$ cat config.mk
export PLATFORM = sky130hd
export DESIGN_NAME = rx_status_flags
export DESIGN_NICKNAME = d
export VERILOG_FILES = /design/src/rtl/rxsf_pkg.sv /design/src/rtl/rxsf_arm_capture.sv /design/src/rtl/rxsf_flag_core.sv /design/src/rtl/rxsf_data_hold.sv /design/src/rtl/rx_status_flags.sv
export SDC_FILE = /design/constraint.sdc
export NUM_CORES = 1
export LEC_CHECK = 0
export BUFFER_PORTS_ARGS = -buffer_cell sky130_fd_sc_hd__buf_4
export CORE_AREA = 3 3 42 44
export DETAILED_ROUTE_END_ITERATION = 8
export DIE_AREA = 0 0 45 47
export PLACE_DENSITY = 0.72
export SYNTH_ARGS = -nofsm -noshare
export SYNTH_HDL_FRONTEND = slang
export SYNTH_SLANG_ARGS = --single-unit
$ cat constraint.sdc
create_clock -name clk -period 1.25 [get_ports clk]
set_input_delay 0.125 -clock clk [delete_from_list [all_inputs] [get_ports clk]]
set_output_delay 0.125 -clock clk [all_outputs]
set_load 0.01 [all_outputs]
$ cat src/rtl/rxsf_pkg.sv
package rxsf_pkg;
   typedef struct packed {
      logic full;
      logic ovr;
      logic idle;
   } rxsf_flags_t;
endpackage

$ cat src/rtl/rxsf_arm_capture.sv
module rxsf_arm_capture
   import rxsf_pkg::*;
(
   input  logic        clk,
   input  logic        rst_n,
   input  logic        stat_rd,
   input  logic        data_rd,
   input  rxsf_flags_t flags_q,
   output rxsf_flags_t armed_q
);
   always_ff @(posedge clk) begin
      if (!rst_n)       armed_q <= '0;
      else if (stat_rd) armed_q <= flags_q;
      else if (data_rd) armed_q <= '0;
   end
endmodule

$ cat src/rtl/rxsf_flag_core.sv
module rxsf_flag_core
   import rxsf_pkg::*;
(
   input  logic        clk,
   input  logic        rst_n,
   input  logic        char_done,
   input  logic        idle_det,
   input  rxsf_flags_t clr,
   output rxsf_flags_t flags_q,
   output logic        load
);
   logic        full_kept;
   logic        idle_arm_q;
   rxsf_flags_t flags_d;

   always_comb begin
      full_kept     = flags_q.full & ~clr.full;
      load          = char_done & ~full_kept;
      flags_d.full  = full_kept | load;
      flags_d.ovr   = (flags_q.ovr & ~clr.ovr) | (char_done & full_kept);
      flags_d.idle  = (flags_q.idle & ~clr.idle) | (idle_det & idle_arm_q);
   end

   always_ff @(posedge clk) begin
      if (!rst_n) begin
         flags_q    <= '0;
         idle_arm_q <= 1'b0;
      end else begin
         flags_q    <= flags_d;
         idle_arm_q <= load | (idle_arm_q & ~idle_det);
      end
   end
endmodule

$ cat src/rtl/rxsf_data_hold.sv
module rxsf_data_hold #(
   parameter int DATA_W = 8
) (
   input  logic              clk,
   input  logic              rst_n,
   input  logic              load,
   input  logic [DATA_W-1:0] din,
   output logic [DATA_W-1:0] dout
);
   always_ff @(posedge clk) begin
      if (!rst_n)    dout <= '0;
      else if (load) dout <= din;
   end
endmodule

$ cat src/rtl/rx_status_flags.sv
module rx_status_flags
   import rxsf_pkg::*;
#(
   parameter int DATA_W  = 8,
   parameter bit IRQ_REG = 1'b0
) (
   input  logic              clk,
   input  logic              rst_n,
   input  logic              char_done,
   input  logic [DATA_W-1:0] char_data,
   input  logic              idle_det,
   input  logic              stat_rd,
   input  logic              data_rd,
   input  logic              ovr_ie,
   output logic              rx_full,
   output logic              overrun,
   output logic              idle,
   output logic [DATA_W-1:0] rx_data,
   output logic              err_irq
);
   initial begin
      if (DATA_W < 1 || DATA_W > 64)
         $error("rx_status_flags: DATA_W out of range");
   end

   rxsf_flags_t flags_q;
   rxsf_flags_t armed_q;
   rxsf_flags_t clr;
   logic        load;

   assign clr = data_rd ? armed_q : '0;

   rxsf_arm_capture u_arm (
      .clk(clk), .rst_n(rst_n), .stat_rd(stat_rd), .data_rd(data_rd),
      .flags_q(flags_q), .armed_q(armed_q));

   rxsf_flag_core u_core (
      .clk(clk), .rst_n(rst_n), .char_done(char_done), .idle_det(idle_det),
      .clr(clr), .flags_q(flags_q), .load(load));

   rxsf_data_hold #(.DATA_W(DATA_W)) u_hold (
      .clk(clk), .rst_n(rst_n), .load(load), .din(char_data), .dout(rx_data));

   assign rx_full = flags_q.full;
   assign overrun = flags_q.ovr;
   assign idle    = flags_q.idle;

   generate
      if (IRQ_REG) begin : g_irq_reg
         logic irq_q;
         always_ff @(posedge clk) begin
            if (!rst_n) irq_q <= 1'b0;
            else        irq_q <= flags_q.ovr & ovr_ie;
         end
         assign err_irq = irq_q;
      end else begin : g_irq_comb
         assign err_irq = flags_q.ovr & ovr_ie;
      end
   endgenerate
endmodule

---- Yosys cells after proc, flatten, opt, wreduce, memory -nomap -nowiden ----
Index checks and enable logic that the tools add are counted.
word-level totals
  bits in registers ....................... 15
  bits of input ports ..................... 15
  output and inout bits ................... 12
  logic and storage cells ................. 29
operators by class
  muxes and demuxes ....................... 3
  bitwise gates (word level) .............. 17
  reductions and logical operators ........ 1
operators with widths
  cell                count
  3-bit two-way mux   3
  1-bit AND           8
  1-bit inverter      5
  1-bit OR            4
  2-bit nonzero test  1

---- Longest topological paths before layout ----
  depth after elaboration ................. 6
  mapped depth ............................ 4
  gate-level depth less buffers ........... 3

---- Modules after synthesis ----
Synthesis repeated with hierarchy kept, for this count alone.
unflattened totals
  cell total of the unflattened synthesis .. 54
  area, all modules ....................... 603.1 um^2
by module, submodules not included
  module            instances  cells each  area an instance (um^2)
  rxsf_data_hold    1          25          301.5
  rxsf_flag_core    1          16          152.6
  rxsf_arm_capture  1          9           123.9
  rx_status_flags   1          4           25.0

---- Worst setup path before layout ----
OpenSTA, ideal clock, no wires.
  path kind ............................... register to register
  start point ............................. reg u_core.flags_q[2] (netlist name)
  end point ............................... reg u_core.idle_arm_q
  library setup time ...................... 0.115 ns
  data arrival time ....................... 0.948 ns
  data required time ...................... 1.135 ns
  path slack .............................. 0.187 ns
  cell stages (with the launch flop) ...... 5
  period minus slack after synthesis ...... 1.063 ns
  cells stage by stage .................... dfxtp_1 -> a21boi_2 -> nor2b_2 -> buf_6 -> o21a_1
between the ends
  cells in the longest elaborated chain, start to end .. 4
RTL lines
  item                  RTL line              text
  1-bit AND             rxsf_flag_core.sv:17  full_kept = flags_q.full & ~clr.full;
  1-bit inverter        rxsf_flag_core.sv:18  load = char_done & ~full_kept;
  1-bit AND             rxsf_flag_core.sv:18
  1-bit OR              rxsf_flag_core.sv:30  idle_arm_q <= load | (idle_arm_q & ~idle_det);
  to (signal assigned)  rxsf_flag_core.sv:30
  to (decl)             rxsf_flag_core.sv:13  logic idle_arm_q;
No other way between the ends.
A chain may end at the register's enable or synchronous reset.

---- Worst setup path after layout ----
  start point ............................. reg u_core.flags_q[2] (netlist name)
  end point ............................... reg u_core.idle_arm_q
between the ends
  cells in the longest elaborated chain, start to end .. 4
RTL lines
  item            RTL line
  1-bit AND       rxsf_flag_core.sv:17
  1-bit inverter  rxsf_flag_core.sv:18
  1-bit AND       rxsf_flag_core.sv:18
  1-bit OR        rxsf_flag_core.sv:30
No other way between the ends.

==> results <==
- The path type of the worst min-delay path is in2reg.
- The synthesized instance count is 63.
- Net switching is 23.6% of the power.
- The total negative slack is 0 ns.
- The worst-case reg-to-reg path depth is 4.
- The detail-routed via count per cell is 4.69.
- The post-cts sizing count is 0.
- The hold slack is 0.0818 ns.
- The power density of the placed cells is 1130 mW/mm^2.
- Total power for the finished layout comes to 0.948 mW.
- The area of the multi-input gates is 279 um^2.
- The signal on the critical path passes through a21boi_2 -> nor2b_2 -> buf_4 -> o21a_1.
- The total of warnings raised by yosys is 0.
- The adder-cell area share of the yosys netlist is 0%.
- The internal power contribution is 0.725 mW.
- The worst setup path is launched from a register.
- The synthesized flop and latch total is 15.
- For this design, the CTS-stage hold fixing added 0 buffers.
- The endpoint kind of the worst setup timing path is a register.
- The first-pass iteration count of the detailed router is 3.
- met2 is the most crowded layer.
- In this run, flip-flops and latches consume 55.1% of the power.
- The detail route stage leaves a number of antenna-violating nets equal to 0.
- The async set-reset flop share out of synthesis is 0%.
- The number of hold violations in the final report is 0.
- The combinational fraction of design power is 17.2%.
- The worst register-to-register path ends at u_core.idle_arm_q.
- When the netlist entered floorplanning its net count stood at 78.
- The wire length of the first global-routing pass is 1950 um.
- The clock root buffer is sky130_fd_sc_hd__clkbuf_4.
- The initial core utilization is 40.6%.
- The total number of vias is 506.
- The biggest area contributor in the post-synthesis netlist is sky130_fd_sc_hd__dfxtp_1.
- The number of setup violations in the final report is 0.
- At the end of routability-driven placement, the weighted congestion stood at 0.656.
- The met3 capacity usage during global routing is 3.83%.
- The instance area after placement is 810 um^2.
- sky130_fd_sc_hd__nand2_1 is the most common cell in the netlist.
- The startpoint of the worst register-to-register path is u_core.flags_q[2].
- Setup repair after global routing left no endpoint under its margin.
- The floorplan step defined a die boundary enclosing 0.00212 mm^2.
- By count the netlist is led by sky130_fd_sc_hd__nand2_1, sky130_fd_sc_hd__dfxtp_1, sky130_fd_sc_hd__mux2i_1.
- For this run, the total global-route usage over all layers was measured as 12.3%.
- The half-perimeter wire length after detailed placement is 837 um.
- The max-slew violation count is 0.
- The average instance in the mapped netlist occupies 9.49 um^2.
- The total congestion overflow is 0.
- The met1 routing resource usage after global routing is 17.2%.
- The share of the cycle needed by the critical path after routing is 88.6%.
- The number of design-rule violations left by the first detailed-router iteration is 6.
- The total number of placement rows is 14.
- For this design, the sink count on the clock tree is 15.
- TritonCTS created 3 clock buffers.
- The synthesized netlist devotes 9.41% of its cell area to compound gates.
- The capture point of the critical path is u_core.idle_arm_q.
- The filler cell count is 153.
- The count of input and output buffers is 26.
- In this run the static leakage power is 0.376 nW.
- The critical path starts at u_core.flags_q[2].
- The clock tree buffer depth is 2.
- Sorting the synthesized cells by area gives the leading types as sky130_fd_sc_hd__dfxtp_1, sky130_fd_sc_hd__mux2i_1, sky130_fd_sc_hd__nand2_1.
- The mux cell area share after synthesis is 13.4%.
- The flow ran to the end, and the final reports show no timing, DRC or antenna violations.
- In the final routed layout, each cell accounts on average for 10.5 um.
- Summing every instance area after synthesis gives 598 um^2.
- The number of global-route vias before repair is 475.
- Counting flops with a built-in enable in the synthesized netlist gives 0.
- The total number of H-tree levels is 1.
- The number of buffers and inverters on the critical path is 1.
- The critical path is of the reg2reg type.
- The cell count after placement is 104.
- The number of max-capacitance violations reported is 0.
- TritonCTS built the clock tree.
- The post-route netlist has 35.9% of its cells at a drive strength greater than 1.
- The overall routed net length is 1140 um.
- At the worst endpoint, the required time is 1.42 ns.
- In this design, the largest share of critical-path delay is due to compound AO/OA/AOI/OAI gates.
- Along the worst path, the maximum fanout reaches 4.
- Data on the critical path arrives at its endpoint at 1.28 ns.
- Among all flip-flop cells after synthesis, the most frequent one is sky130_fd_sc_hd__dfxtp_1.
- The die is 47 um tall.
- Entering global routing, the biggest net connects 24 pins.
- The slowest stage of the critical path belongs to the cell sky130_fd_sc_hd__dfxtp_1.
- The reg-to-reg setup timing slack is 0.14 ns.
- The clock network fraction of total power is 27.7%.
- The worst path needs 1.11 ns of the cycle, external delays included.
- The number of antenna violations at the first check in global routing is 0.
- Across the routed clock network, the largest skew measured is 0.00229 ns.
- Timing would allow up to 902 MHz.
- The clock slew seen by the registers of the worst setup and hold paths is 0.08 ns.
- The flip-flop and latch area is 300 um^2.
- Cells fill 56.8% of the core in the end.
- The peak supply drop is 0.655 mV.
- Headroom to the max-slew limit came out at 86.7%.
- From left edge to right edge, the die measures 45 um.
- In the final design database the tool counted 108 nets.
- The placement-stage worst setup slack is 0.152 ns.
- The final non-filler cell area is 836 um^2.
- For this run, the number of standard cells in the final layout without fillers is 108.
- For met2 alone, demand over resource in global routing was 18.1%.
- The synthesized netlist contains 13 unique library cells.
- The number of antenna diodes in the final layout is 0.
- Summed over all nets, the switching power comes to 0.223 mW.
- The maximum single-stage delay on the critical path is 0.36 ns.
- The area fraction in and, or, nand and nor cells after synthesis is 23.8%.
- In this run the count of I/O pins placed on the die edge is 27.
- The dominant combinational cell family by area after synthesis is simple AND/OR/NAND/NOR gates.
- The final worst setup slack is 0.142 ns.
- The remaining design rule violation count is 0.
- The part of the Yosys area used for sequential elements is 50.2%.
- For the pin with the worst max-slew slack, the measured transition is 0.200 ns.
- After floorplanning, the core was sized to cover 0.00147 mm^2.
- Relative to the synthesized area, the layout overhead comes to 39.7%.
- Summed over its instances, the top area cell type makes up 50.2% of the synthesized netlist area.
- The clock network latency to the later pin of the worst-skew pair is 0.27 ns.
- The post-CTS setup-driven buffer insertion count is 0.
- The area share of xor/xnor cells in the synthesized design is 0%.
- The critical path crosses 4 cells after its start point.
[worst min path at each step]
stage	start	end	slack, ns	cells after the start
3_3_place_gp	char_done	u_core.flags_q[2]	0.36	2
3_5_place_dp	char_done	u_core.flags_q[2]	0.36	2
5_1_grt	char_done	u_core.flags_q[2]	0.07	2
2_1_floorplan	char_done	u_core.flags_q[2]	0.25	1
6_report	char_done	u_core.flags_q[2]	0.08	2
4_1_cts	char_done	u_core.flags_q[2]	0.07	2
[cell families after synthesis]
kind of cell,Yosys count
AO/OA/AOI/OAI,8
buffers and inverters,3
flip-flops,15
multiplexers,8
AND/OR/NAND/NOR,29
[sequential cells by signal (all words and copies together) (netlist names)]
name,flops
u_arm.armed_q,3
u_core.idle_arm_q,1
u_core.flags_q,3
u_hold.dout,8
[power groups by stage]
stage / clock (mW) / combinational, mW / sequential, mW
finish: 0.263 / 0.163 / 0.523
global route: 0.296 / 0.179 / 0.528
CTS: 0.276 / 0.164 / 0.523
detailed placement: 0 / 0.164 / 0.533
global placement: 0 / 0.162 / 0.533
floorplan: 0 / 0.0673 / 0.542
[worst reg2reg max path, cell delays in order, from the launching register on]
cell and delay (ns):
sky130_fd_sc_hd__dfxtp_1 0.36, sky130_fd_sc_hd__a21boi_2 0.24, sky130_fd_sc_hd__nor2b_2 0.08, sky130_fd_sc_hd__buf_4 0.16, sky130_fd_sc_hd__o21a_1 0.17
[layout by cell type, fill, tap and decap left out, drive strengths merged]
cell type	n
nand2	18
o21a	2
a21oi	3
buf	28
dfxtp	15
and2	1
mux2i	8
nor2b	7
nor3b	3
clkbuf	4
a21boi	1
a22oi	2
[routing by layer]
layer / share of wire (%) / vias to the layer above / routed length [um]
met5: 0 / - / 0
met4: 0 / 0 / 0
met3: 9.7 / 0 / 110
met2: 40 / 21 / 450
met1: 51 / 218 / 575
li1: - / 267 / -
[final cells by class]
cell class | instances | share of cell area (%)
Multi-Input combinational cell | 45 | 33.4
Timing Repair Buffer | 28 | 25.1
Tap cell | 16 | 2.40
Clock buffer | 4 | 3.14
Sequential cell | 15 | 35.9
No activity file was read; power rests on OpenSTA's default activity.
